<file path="config.mk">
export PLATFORM = sky130hd
export DESIGN_NAME = mcast_flush_walker
export DESIGN_NICKNAME = d
export VERILOG_FILES = /design/src/rtl/mfw_pkg.sv /design/src/rtl/mfw_entry_eval.sv /design/src/rtl/mfw_walk_ctrl.sv /design/src/rtl/mcast_flush_walker.sv
export SDC_FILE = /design/constraint.sdc
export NUM_CORES = 1
export LEC_CHECK = 0
export CORE_MARGIN = 2
export CORE_UTILIZATION = 42
export DETAILED_ROUTE_END_ITERATION = 8
export DONT_BUFFER_PORTS = 1
export PLACE_DENSITY_LB_ADDON = 0.2
export SLEW_MARGIN = 10
export SYNTH_ARGS = -nofsm -noshare
export SYNTH_HDL_FRONTEND = slang
export SYNTH_HIERARCHICAL = 1
export SYNTH_SLANG_ARGS = --single-unit
</file>
<file path="constraint.sdc">
create_clock -name clk -period 2.6 [get_ports clk]
set_clock_uncertainty 0.15 [all_clocks]
set_input_delay 0.13 -clock clk [delete_from_list [all_inputs] [get_ports clk]]
set_output_delay 0.13 -clock clk [all_outputs]
set_load 0.01 [all_outputs]
</file>
<file path="src/rtl/mfw_pkg.sv">
package mfw_pkg;
    localparam int KIND_LO   = 60;
    localparam int VID_LO    = 48;
    localparam int VID_W     = 12;
    localparam int MAC_W     = 48;
    localparam int GROUP_BIT = 40;
    localparam int SUPER_BIT = 65;
    localparam int PMASK_LO  = 66;

    typedef enum logic [1:0] {
        KIND_FREE  = 2'd0,
        KIND_ADDR  = 2'd1,
        KIND_VLAN  = 2'd2,
        KIND_VADDR = 2'd3
    } ekind_t;

    typedef enum logic [2:0] {
        ST_IDLE = 3'd0,
        ST_RD   = 3'd1,
        ST_CAP  = 3'd2,
        ST_WR   = 3'd3,
        ST_FIN  = 3'd4
    } wstate_t;
endpackage

</file>
<file path="src/rtl/mfw_entry_eval.sv">
module mfw_entry_eval
    import mfw_pkg::*;
#(
    parameter int PORTS = 6,
    parameter int EW    = PMASK_LO + PORTS
) (
    input  logic [EW-1:0]    ent_i,
    input  logic [PORTS-1:0] mask_i,
    input  logic [VID_W-1:0] vid_i,
    input  logic             allv_i,
    output logic             wr_en_o,
    output logic [EW-1:0]    ent_o
);
    ekind_t           kind;
    logic             cand;
    logic             vhit;
    logic             grp;
    logic             sup;
    logic             bcast;
    logic [PORTS-1:0] pm;
    logic [PORTS-1:0] left;

    always_comb begin
        kind  = ekind_t'(ent_i[KIND_LO +: 2]);
        cand  = (kind == KIND_ADDR) || (kind == KIND_VADDR);
        vhit  = allv_i || (ent_i[VID_LO +: VID_W] == vid_i);
        grp   = ent_i[GROUP_BIT];
        sup   = ent_i[SUPER_BIT];
        bcast = &ent_i[MAC_W-1:0];
        pm    = ent_i[PMASK_LO +: PORTS];
        left  = pm & ~mask_i;

        wr_en_o = cand && vhit && !(grp && sup);
        ent_o   = ent_i;
        if (grp && !sup && !bcast && (|(pm & mask_i))) begin
            if (|left) begin
                ent_o[PMASK_LO +: PORTS] = left;
            end else begin
                ent_o[KIND_LO +: 2] = KIND_FREE;
            end
        end
    end
endmodule

</file>
<file path="src/rtl/mfw_walk_ctrl.sv">
module mfw_walk_ctrl
    import mfw_pkg::*;
#(
    parameter int DEPTH = 64,
    parameter int PORTS = 6,
    parameter int EW    = PMASK_LO + PORTS,
    parameter int AW    = (DEPTH > 1) ? $clog2(DEPTH) : 1
) (
    input  logic             clk,
    input  logic             rst_n,
    input  logic             start_i,
    input  logic [PORTS-1:0] mask_i,
    input  logic [VID_W-1:0] vid_i,
    input  logic             allv_i,
    input  logic [EW-1:0]    rdata_i,
    output logic [AW-1:0]    idx_o,
    output logic             rd_o,
    output logic             wr_phase_o,
    output logic             busy_o,
    output logic             done_o,
    output logic [EW-1:0]    ent_o,
    output logic [PORTS-1:0] mask_o,
    output logic [VID_W-1:0] vid_o,
    output logic             allv_o
);
    localparam logic [AW-1:0] LAST = AW'(DEPTH - 1);

    typedef struct packed {
        wstate_t          st;
        logic [AW-1:0]    idx;
        logic [PORTS-1:0] mask;
        logic [VID_W-1:0] vid;
        logic             allv;
        logic [EW-1:0]    ent;
    } walk_t;

    walk_t walk_d;
    walk_t walk_q;

    always_comb begin
        walk_d = walk_q;
        unique case (walk_q.st)
            ST_IDLE: begin
                if (start_i) begin
                    walk_d.st   = ST_RD;
                    walk_d.idx  = '0;
                    walk_d.mask = mask_i;
                    walk_d.vid  = vid_i;
                    walk_d.allv = allv_i;
                end
            end
            ST_RD:  walk_d.st = ST_CAP;
            ST_CAP: begin
                walk_d.ent = rdata_i;
                walk_d.st  = ST_WR;
            end
            ST_WR: begin
                if (walk_q.idx == LAST) begin
                    walk_d.st = ST_FIN;
                end else begin
                    walk_d.idx = walk_q.idx + 1'b1;
                    walk_d.st  = ST_RD;
                end
            end
            ST_FIN:  walk_d.st = ST_IDLE;
            default: walk_d.st = ST_IDLE;
        endcase
    end

    always_ff @(posedge clk or negedge rst_n) begin
        if (!rst_n) begin
            walk_q    <= '0;
            walk_q.st <= ST_IDLE;
        end else begin
            walk_q <= walk_d;
        end
    end

    assign idx_o      = walk_q.idx;
    assign rd_o       = (walk_q.st == ST_RD);
    assign wr_phase_o = (walk_q.st == ST_WR);
    assign busy_o     = (walk_q.st != ST_IDLE);
    assign done_o     = (walk_q.st == ST_FIN);
    assign ent_o      = walk_q.ent;
    assign mask_o     = walk_q.mask;
    assign vid_o      = walk_q.vid;
    assign allv_o     = walk_q.allv;
endmodule

</file>
<file path="src/rtl/mcast_flush_walker.sv">
module mcast_flush_walker
    import mfw_pkg::*;
#(
    parameter int DEPTH = 64,
    parameter int PORTS = 6,
    parameter int EW    = PMASK_LO + PORTS,
    parameter int AW    = (DEPTH > 1) ? $clog2(DEPTH) : 1
) (
    input  logic             clk,
    input  logic             rst_n,
    input  logic             start_i,
    input  logic [PORTS-1:0] flush_mask_i,
    input  logic [VID_W-1:0] vlan_i,
    input  logic             all_vlan_i,
    output logic             busy_o,
    output logic             done_o,
    output logic [AW-1:0]    mem_addr_o,
    output logic             mem_rd_o,
    input  logic [EW-1:0]    mem_rdata_i,
    output logic             mem_wr_o,
    output logic [EW-1:0]    mem_wdata_o
);
    logic             wr_phase;
    logic [EW-1:0]    held_ent;
    logic [PORTS-1:0] held_mask;
    logic [VID_W-1:0] held_vid;
    logic             held_allv;
    logic             eval_wr;

    mfw_walk_ctrl #(
        .DEPTH(DEPTH), .PORTS(PORTS), .EW(EW), .AW(AW)
    ) ctrl_i (
        .clk        (clk),
        .rst_n      (rst_n),
        .start_i    (start_i),
        .mask_i     (flush_mask_i),
        .vid_i      (vlan_i),
        .allv_i     (all_vlan_i),
        .rdata_i    (mem_rdata_i),
        .idx_o      (mem_addr_o),
        .rd_o       (mem_rd_o),
        .wr_phase_o (wr_phase),
        .busy_o     (busy_o),
        .done_o     (done_o),
        .ent_o      (held_ent),
        .mask_o     (held_mask),
        .vid_o      (held_vid),
        .allv_o     (held_allv)
    );

    mfw_entry_eval #(
        .PORTS(PORTS), .EW(EW)
    ) eval_i (
        .ent_i   (held_ent),
        .mask_i  (held_mask),
        .vid_i   (held_vid),
        .allv_i  (held_allv),
        .wr_en_o (eval_wr),
        .ent_o   (mem_wdata_o)
    );

    assign mem_wr_o = wr_phase && eval_wr;
endmodule

</file>
# [Yosys cells after proc, flatten, opt, wreduce, memory -nomap -nowiden]
# Cells that the tools add are included.
[classes] n_addsub=1 eq_ne=10 n_mux=9 bitwise_logic=3 n_reduce_logical=20
[ops] op="$reduce_and A48 Y1" n=1
[ops] op="$mux W28" n=1
[ops] op="$mux W6" n=3
[ops] op="$and A6 B6 Y6" n=2
[ops] op="$eq A12 B12 Y1" n=1
[ops] op="$pmux W3 S4" n=1
[ops] op="$pmux W6 S2" n=1
[ops] op="$reduce_or A6 Y1" n=2
[ops] op="$logic_and A1 B1 Y1" n=7
[ops] op="$add A6 B1 Y6 const B" n=1
[ops] op="$eq A3 B2 Y1 const B" n=2
[ops] op="$eq A6 B6 Y1 const B" n=1
[ops] op="$not A6 Y6" n=1
[ops] op="$mux W2" n=2
[ops] op="$ne A2 B2 Y1 const B" n=2
[ops] op="$eq A3 B1 Y1 const B" n=1
[ops] op="$eq A3 B3 Y1 const B" n=1
[ops] op="$logic_not A1 Y1" n=3
[ops] op="$logic_not A3 Y1" n=1
[ops] op="$mux W3" n=1
[ops] op="$reduce_and A3 Y1" n=1
[ops] op="$reduce_bool A3 Y1" n=1
[ops] op="$eq A2 B1 Y1 const B" n=1
[ops] op="$eq A2 B2 Y1 const B" n=1
[ops] op="other kinds (3)" n=4
[totals] regBits=100 in_bits=94 out_inout_bits=82

# [Depth between registers and ports, before layout]
# Gate-level depths: netlist (run 1).
[logic_depth] word_depth=5 mapped_depth=6

# [Modules after synthesis]
# Netlist (run 1), hierarchy kept.
[by_module_without_submodules] mod="mfw_walk_ctrl" instances=1 cells_per_inst=380 area_per_inst_um2=4662.0
[by_module_without_submodules] mod="mfw_entry_eval" instances=1 cells_per_inst=125 area_per_inst_um2=935.9
[by_module_without_submodules] mod="mcast_flush_walker" instances=1 cells_per_inst=1 area_per_inst_um2=6.3

# [Worst setup path after synthesis (run 1)]
# Ideal clock, no wire load.
[synth_timing] kind="reg-to-reg" start="register ctrl_i/walk_q[99] in the netlist's numbering" end="register ctrl_i.walk_q (netlist bit ctrl_i/idx_o[5])" setup_time_ns=0.129 arrival_ns=1.396 setup_slack_ns=0.926 stages_incl_launch_ff=7 path_cell_list="dfrtp_1 -> buf_6 -> or4b_4 -> buf_6 -> buf_8 -> o211ai_2 -> nand3_1"
[synth_between] elab_chain_len=3
[synth_lines] element="start, declared" line="mfw_walk_ctrl.sv:38" text="walk_t walk_q;"
[synth_lines] element="start signal, assigned" line="mfw_walk_ctrl.sv:75" text="walk_q <= walk_d;"
[synth_lines] element="$eq A3 B2 Y1 / $logic_not A3 Y1 (equally long branches)" line="mfw_walk_ctrl.sv:42" text="unique case (walk_q.st)"
[synth_lines] element="$ne A2 B2 Y1 (no line) / $reduce_bool A2 Y1 (equally long branches)"
[synth_lines] element="$reduce_and A3 Y1 (no line)"
# Several ways; a longest one is shown, not always the timed one.
# A chain may end at the register's enable or synchronous reset.

# [Final worst setup path (run 1)]
[layout_timing] start="register ctrl_i.walk_q (netlist bit ctrl_i/ent_o[49])" end="output port mem_wr_o"
[layout_between] elab_chain_len=5
[layout_lines] element="$eq A12 B12 Y1" line="mfw_entry_eval.sv:26" text="vhit = allv_i || (ent_i[VID_LO +: VID_W] == vid_i);"
[layout_lines] element="$logic_or A1 B1 Y1" line="mfw_entry_eval.sv:26"
[layout_lines] element="$logic_and A1 B1 Y1 (2 in a row)" line="mfw_entry_eval.sv:33" text="wr_en_o = cand && vhit && !(grp && sup);"
[layout_lines] element="net eval_wr" line="mcast_flush_walker.sv:28" text="logic eval_wr;"
[layout_lines] element="$logic_and A1 B1 Y1" line="mcast_flush_walker.sv:62" text="assign mem_wr_o = wr_phase && eval_wr;"
[layout_lines] element="end, declared" line="mcast_flush_walker.sv:20" text="output logic mem_wr_o,"
# The timed path passes the listed nets, and every way through them passes these cells.

==> results.sh, run 1 <==
export IMPL_status="finished with violations"
export IMPL_violations="negative hold slack"
export IMPL_worstSetupPathType="flop to primary output"
export IMPL_synth_most_common_cell="buf_4"
export IMPL_clk_latency_ps=350
export IMPL_drt_initial_drc_count=118
export IMPL_diodes=0
export IMPL_viasPerCell=4.895
export IMPL_clock_sinks=100
export IMPL_synth_seq_cells=100
export IMPL_stdcell_area_sq_um=5777
export IMPL_die_area_sq_um=14280
export IMPL_synth_top_area_frac=0.4465
export IMPL_fill_cells=1223
export IMPL_fin_ws_ps=217.0
export IMPL_critPathTopFamily="simple AND/OR/NAND/NOR gates"
export IMPL_start_kind="flop"
export IMPL_syn2layout_area_growth_pct=3.081
export IMPL_clock_path_buffers=2
export IMPL_core_sq_um=13140
export IMPL_start_util=0.4266
export IMPL_crit_required_ps=2320
export IMPL_final_antenna_net_count=0
export IMPL_min_path_type="input port to asynchronous set/reset pin"
export IMPL_hold_buffers=94
export IMPL_seqPwrFrac=0.502
export IMPL_slew_headroom=0.6445
export IMPL_synth_flop_cell="dfrtp_1"
export IMPL_synthesis_nets=601
export IMPL_drive_gt1_frac=0.2315
export IMPL_async_flop_share=1.000
export IMPL_syn_cell_area_sq_um=5604
export IMPL_place_area_sq_um=4543
export IMPL_wl_per_cell_microns=17.47
export IMPL_port_buffers=0
export IMPL_grt_overflow=0
export IMPL_clock_root_buffer="clkbuf_16"
export IMPL_cp_end_kind="primary output"
export IMPL_yosysSeqAreaShare=0.4465
export IMPL_nets=535
export IMPL_final_hold_violation_count=100
export IMPL_cts_clk_slew_worst_paths_ps=70
export IMPL_whs_ps=-678.2
export IMPL_cts_htree_levels=3
export IMPL_netlist_cell_type_count=41
export IMPL_rrSetupSlack_ps=600
export IMPL_grt_first_pass_wirelength_mm=17.61
export IMPL_cp_max_fo=3
export IMPL_swShare=0.3862
export IMPL_postSynthAreaPerCell_sq_um=11.08
export IMPL_cp_arrival_ps=2100
export IMPL_p_leak_nw=2.459
export IMPL_switchingPower_mw=2.630
export IMPL_netlist_top_cells_count="buf_4, dfrtp_1, mux2_2"
export IMPL_cts_tree="built"
export IMPL_globalplace_congestion=0.8232
export IMPL_cpPeakStageDelay_ps=450
export IMPL_ir_drop_v=0.0004330
export IMPL_p_per_area_nw_per_um2=1179
export IMPL_power_frac_comb=0.311
export IMPL_fin_crit_sh=0.9165
export IMPL_yosysWarnings=6
export IMPL_tns_ps=0
export IMPL_vias=3040
export IMPL_rows=42
export IMPL_drt_wl_total_mm=10.85
export IMPL_yosys_area_top_type="dfrtp_1"
export IMPL_fmax_mhz=419.6
export IMPL_rsz0062_at_grt="no"
export IMPL_crit_chain="xor2_1 -> nor4_2 -> a31oi_1 -> a211oi_1 -> and2_1"
export IMPL_fp_dieH_microns=119.5
export IMPL_cts_buffers=9
export IMPL_ios=176
export IMPL_multi_input_area_sq_um=1743
export IMPL_dr_pass1_iters=4
export IMPL_regArea_sq_um=2502
export IMPL_worst_slew_pin_slew_ps=533.3
export IMPL_slowest_stage="dfrtp_1"
export IMPL_synth_edf_count=0
export IMPL_p_int_mw=4.181
export IMPL_pre_cts_ws_ps=440.7
export IMPL_hpwl_mm=7.335
export IMPL_antenna_found_initial=0
export IMPL_synthCells=506
export IMPL_track_usage=0.1585
export IMPL_clkPwrFrac=0.187
export IMPL_grt_pass1_vias=3334
export IMPL_path_buf_inv=0
export IMPL_grt_max_degree=101
export IMPL_drv_slew=0
export IMPL_period_needed_ps=2383
export IMPL_die_w_microns=119.5
export IMPL_synthTopCellsByArea="dfrtp_1, buf_4, mux2_2"
export IMPL_drc=0
export IMPL_maxCapViolations=0
export IMPL_final_setup_viol_count=0
metal layers:
layer,track usage,share of wire
met5,0,0
met4,0.06176,0.013
met3,0.04420,0.075
met2,0.2689,0.50
met1,0.1910,0.41
worst paths after layout:
kind,startpoint,cells past startpoint,endpoint
setup reg to reg,ctrl_i/walk_q[98],3,ctrl_i/ent_o[23]
hold / removal,rst_n,0,ctrl_i/ent_o[29]
max in group asynchronous,rst_n,0,ctrl_i/vid_o[0]
setup / recovery,ctrl_i/ent_o[49],5,mem_wr_o
hold reg to reg,ctrl_i/allv_o,2,ctrl_i/allv_o
min in group clk,start_i,4,ctrl_i/vid_o[5]
sequential cells by signal, summed over array words and instances, names as in the netlist:
name and cells:
ctrl_i/allv_o 1, ctrl_i/mask_o 6, ctrl_i/idx_o 6, ctrl_i/walk_q 3
ctrl_i/vid_o 12, ctrl_i/ent_o 72
worst register-to-register path: stages, from the launching register on:
cell and delay, ps:
dfrtp_1 550, nor3b_2 360, buf_4 410, mux2_2 410
power groups by stage:
stage | clock (mW) | combinational (mW) | sequential (mW)
floorplan | 0 | 3.98 | 2.68
global placement | 0 | 1.96 | 3.46
detailed placement | 0 | 2.01 | 3.46
CTS | 1.33 | 2.13 | 3.43
global route | 1.41 | 2.36 | 3.55
finish | 1.27 | 2.12 | 3.42
per-stage QoR:
step,utilization,instances,total power [mW]
2_1_floorplan,-,506,6.653
3_3_place_gp,0.3458,511,5.415
4_1_cts,0.4392,621,6.895
6_report,0.4397,621,6.811
3_5_place_dp,0.3458,511,5.467
5_1_grt,0.4397,621,7.321
layout by cell type, fill, tap and decap left out, types with 2 or more instances in the layout:
master,synthesis,layout
a41oi_1,6,6
buf_4,167,3
mux2i_1,4,4
xor2_1,13,13
and2_1,2,2
nand2b_1,3,3
a22oi_1,3,3
nand3_1,3,3
dfrtp_1,100,100
nor4_1,3,2
inv_1,11,11
a31oi_1,3,3
nand4_1,12,12
o211ai_1,4,4
o21ai_0,3,3
mux2_2,72,72
nor4_2,2,3
nor3b_1,3,2
nand2_1,64,64
clkinv_4,0,6
clkbuf_16,0,9
a21oi_1,2,2
dlygate4sd3_1,0,94
cell families after synthesis:
group,share of synthesized area
and+or+nand+nor,0.09511
muxes,0.1518
xor gates and xnor gates,0.02188
adders and majority gates,0.002232
DFF,0.4465
AOI/OAI and AO/OA,0.03795
buffers and inverters,0.2445
what timing repair did:
action                     4_1_cts  5_1_grt
hold endpoints to repair       192      100
setup endpoints to repair        0        1
buffers inserted                 0        0
resized for setup                0        1
area by class of cell:
cell class | instances | area share
Clock buffer | 9 | 0.03899
Clock inverter | 7 | 0.01061
Inverter | 11 | 0.007147
Multi-Input combinational cell | 220 | 0.3017
Sequential cell | 100 | 0.4332
Tap cell | 176 | 0.03812
Timing Repair Buffer | 98 | 0.1702
Power figures use the tool's default switching activity.
==> run 2, diff against run 1 <==
RECOVER_POWER = 100   (was not set)
==> run 2 against run 1 <==
Against the previous run: the flow still finishes with violations (negative hold slack); combinational power down 2%; sequential cell count unchanged; critical path type unchanged; largest power group unchanged; setup slack worse by 32 ps; global-route usage unchanged; die area unchanged.
==> results.sh, run 2 (synthesized netlist as in run 1, its figures left out) <==
export IMPL_status="finished with violations"
export IMPL_violations="negative hold slack"
export IMPL_placed_cells=511
export IMPL_seqPwrFrac=0.504
export IMPL_swShare=0.3870
export IMPL_globalplace_congestion=0.8232
export IMPL_diodes=0
export IMPL_slew_headroom=0.3871
export IMPL_hpwl_mm=7.335
export IMPL_cts_setup_buffers=0
export IMPL_p_leak_nw=2.445
export IMPL_die_w_microns=119.5
export IMPL_min_path_type="input port to asynchronous set/reset pin"
export IMPL_clock_path_buffers=2
export IMPL_track_usage=0.1585
export IMPL_syn2layout_area_growth_pct=2.501
export IMPL_fmax_mhz=414.1
export IMPL_fp_dieH_microns=119.5
export IMPL_switchingPower_mw=2.618
export IMPL_grt_overflow=0
export IMPL_grt_pass1_vias=3334
export IMPL_ios=176
export IMPL_worst_slew_pin_slew_ps=919.4
export IMPL_fin_ws_ps=185.0
export IMPL_antenna_found_initial=0
export IMPL_maxCapViolations=0
export IMPL_p_int_mw=4.147
export IMPL_hold_buffers=94
export IMPL_clock_root_buffer="clkbuf_16"
export IMPL_rows=42
export IMPL_vias=3037
export IMPL_final_antenna_net_count=0
export IMPL_p_per_area_nw_per_um2=1178
export IMPL_cp_max_fo=3
export IMPL_drv_slew=0
export IMPL_grt_max_degree=101
export IMPL_cts_tree="built"
export IMPL_drc=0
export IMPL_whs_ps=-678.2
export IMPL_dr_pass1_iters=4
export IMPL_worstSetupPathType="flop to primary output"
export IMPL_start_util=0.4266
export IMPL_final_common_cell="dfrtp_1"
export IMPL_clock_sinks=100
export IMPL_final_hold_violation_count=100
export IMPL_die_area_sq_um=14280
export IMPL_core_sq_um=13140
export IMPL_start_kind="flop"
export IMPL_largest_register_ffs=72
export IMPL_cts_buffers=9
export IMPL_most_common_layout_cells="dfrtp_1, dlygate4sd3_1, mux2_2"
export IMPL_grt_first_pass_wirelength_mm=17.61
export IMPL_crit_required_ps=2320
export IMPL_period_needed_ps=2415
export IMPL_ir_drop_v=0.0004335
export IMPL_cp_end_kind="primary output"
export IMPL_fin_crit_sh=0.9288
export IMPL_wl_per_cell_microns=17.53
export IMPL_drt_wl_total_mm=10.88
export IMPL_rsz0062_at_grt="no"
export IMPL_cts_clk_slew_worst_paths_ps=70
export IMPL_clk_latency_ps=350
export IMPL_nets=535
export IMPL_pre_cts_ws_ps=440.7
export IMPL_drive_gt1_frac=0.2225
export IMPL_tns_ps=0
export IMPL_viasPerCell=4.890
export IMPL_cts_htree_levels=3
export IMPL_instances_no_fill=621
export IMPL_fill_cells=1227
export IMPL_final_setup_viol_count=0
export IMPL_clkPwrFrac=0.188
export IMPL_port_buffers=0
export IMPL_power_frac_comb=0.307
export IMPL_cp_arrival_ps=2130
export IMPL_drt_initial_drc_count=111
## run 2: cell types whose count changed in the layout (fill, tap and decap cells not counted), sizes merged
cell    delta
clkbuf     +3
buf        -3
## run 2: layer usage
metal  track usage  vias to the layer above  part of all wire
met5             0                        -                 0
met4       0.06176                        0             0.013
met3       0.04420                        9             0.074
met1        0.1910                     1484              0.41
met2        0.2689                      123              0.51
li1              -                     1421                 -
## run 2: path summary, 6_finish.rpt
kind,startpoint,endpoint,slack (ps),cells past startpoint
min reg2reg,ctrl_i/allv_o,ctrl_i/allv_o,330,2
max reg2reg,ctrl_i/walk_q[98],ctrl_i/ent_o[23],380,3
min,rst_n,ctrl_i/ent_o[12],-680,0
max,ctrl_i/ent_o[49],mem_wr_o,190,5
min in group clk,start_i,ctrl_i/vid_o[5],100,4
max in group asynchronous,rst_n,ctrl_i/vid_o[0],2840,0
## run 2: worst max-delay path: stages, from the launching register on
cell	delay [ps]
dfrtp_1	450
xor2_1	180
nor4_2	380
a31oi_1	150
a211oi_1	350
and2_0	270
## run 2: layout make-up
type / count / area [sq um] / area share
clock buffer: 9 / 225.2 / 0.03921
tap: 176 / 220.2 / 0.03834
sequential: 100 / 2502 / 0.4356
clock inverter: 7 / 61.31 / 0.01067
timing repair buffer: 98 / 964.7 / 0.1679
multi-input combinational: 220 / 1729 / 0.3010
inverter: 11 / 41.29 / 0.007188
## run 2: stage by stage
| stage | hold slack [ps] | utilization | instance area [sq um] | total power, mW |
|---|---|---|---|---|
| final | -678.2 | 0.4372 | 5744 | 6.765 |
| after detailed placement | -313.3 | 0.3458 | 4543 | 5.467 |
| after global placement | -313.5 | 0.3458 | 4543 | 5.415 |
| after CTS | -701.3 | 0.4392 | 5771 | 6.895 |
| after floorplan | -315.6 | - | 5604 | 6.653 |
| after global routing | -701.8 | 0.4372 | 5744 | 7.277 |
## run 2: repair_timing
| item | in CTS | in global routing |
|---|---|---|
| setup endpoints to repair | 0 | 1 |
| endpoints found under the hold margin | 192 | 100 |
| resized for setup | 0 | 1 |
## run 2: power groups by stage
stage | combinational, mW | sequential, mW | clock [mW]
after floorplan | 3.98 | 2.68 | 0
after global placement | 1.96 | 3.46 | 0
after detailed placement | 2.01 | 3.46 | 0
after CTS | 2.13 | 3.43 | 1.33
after global routing | 2.32 | 3.55 | 1.41
final | 2.08 | 3.41 | 1.27
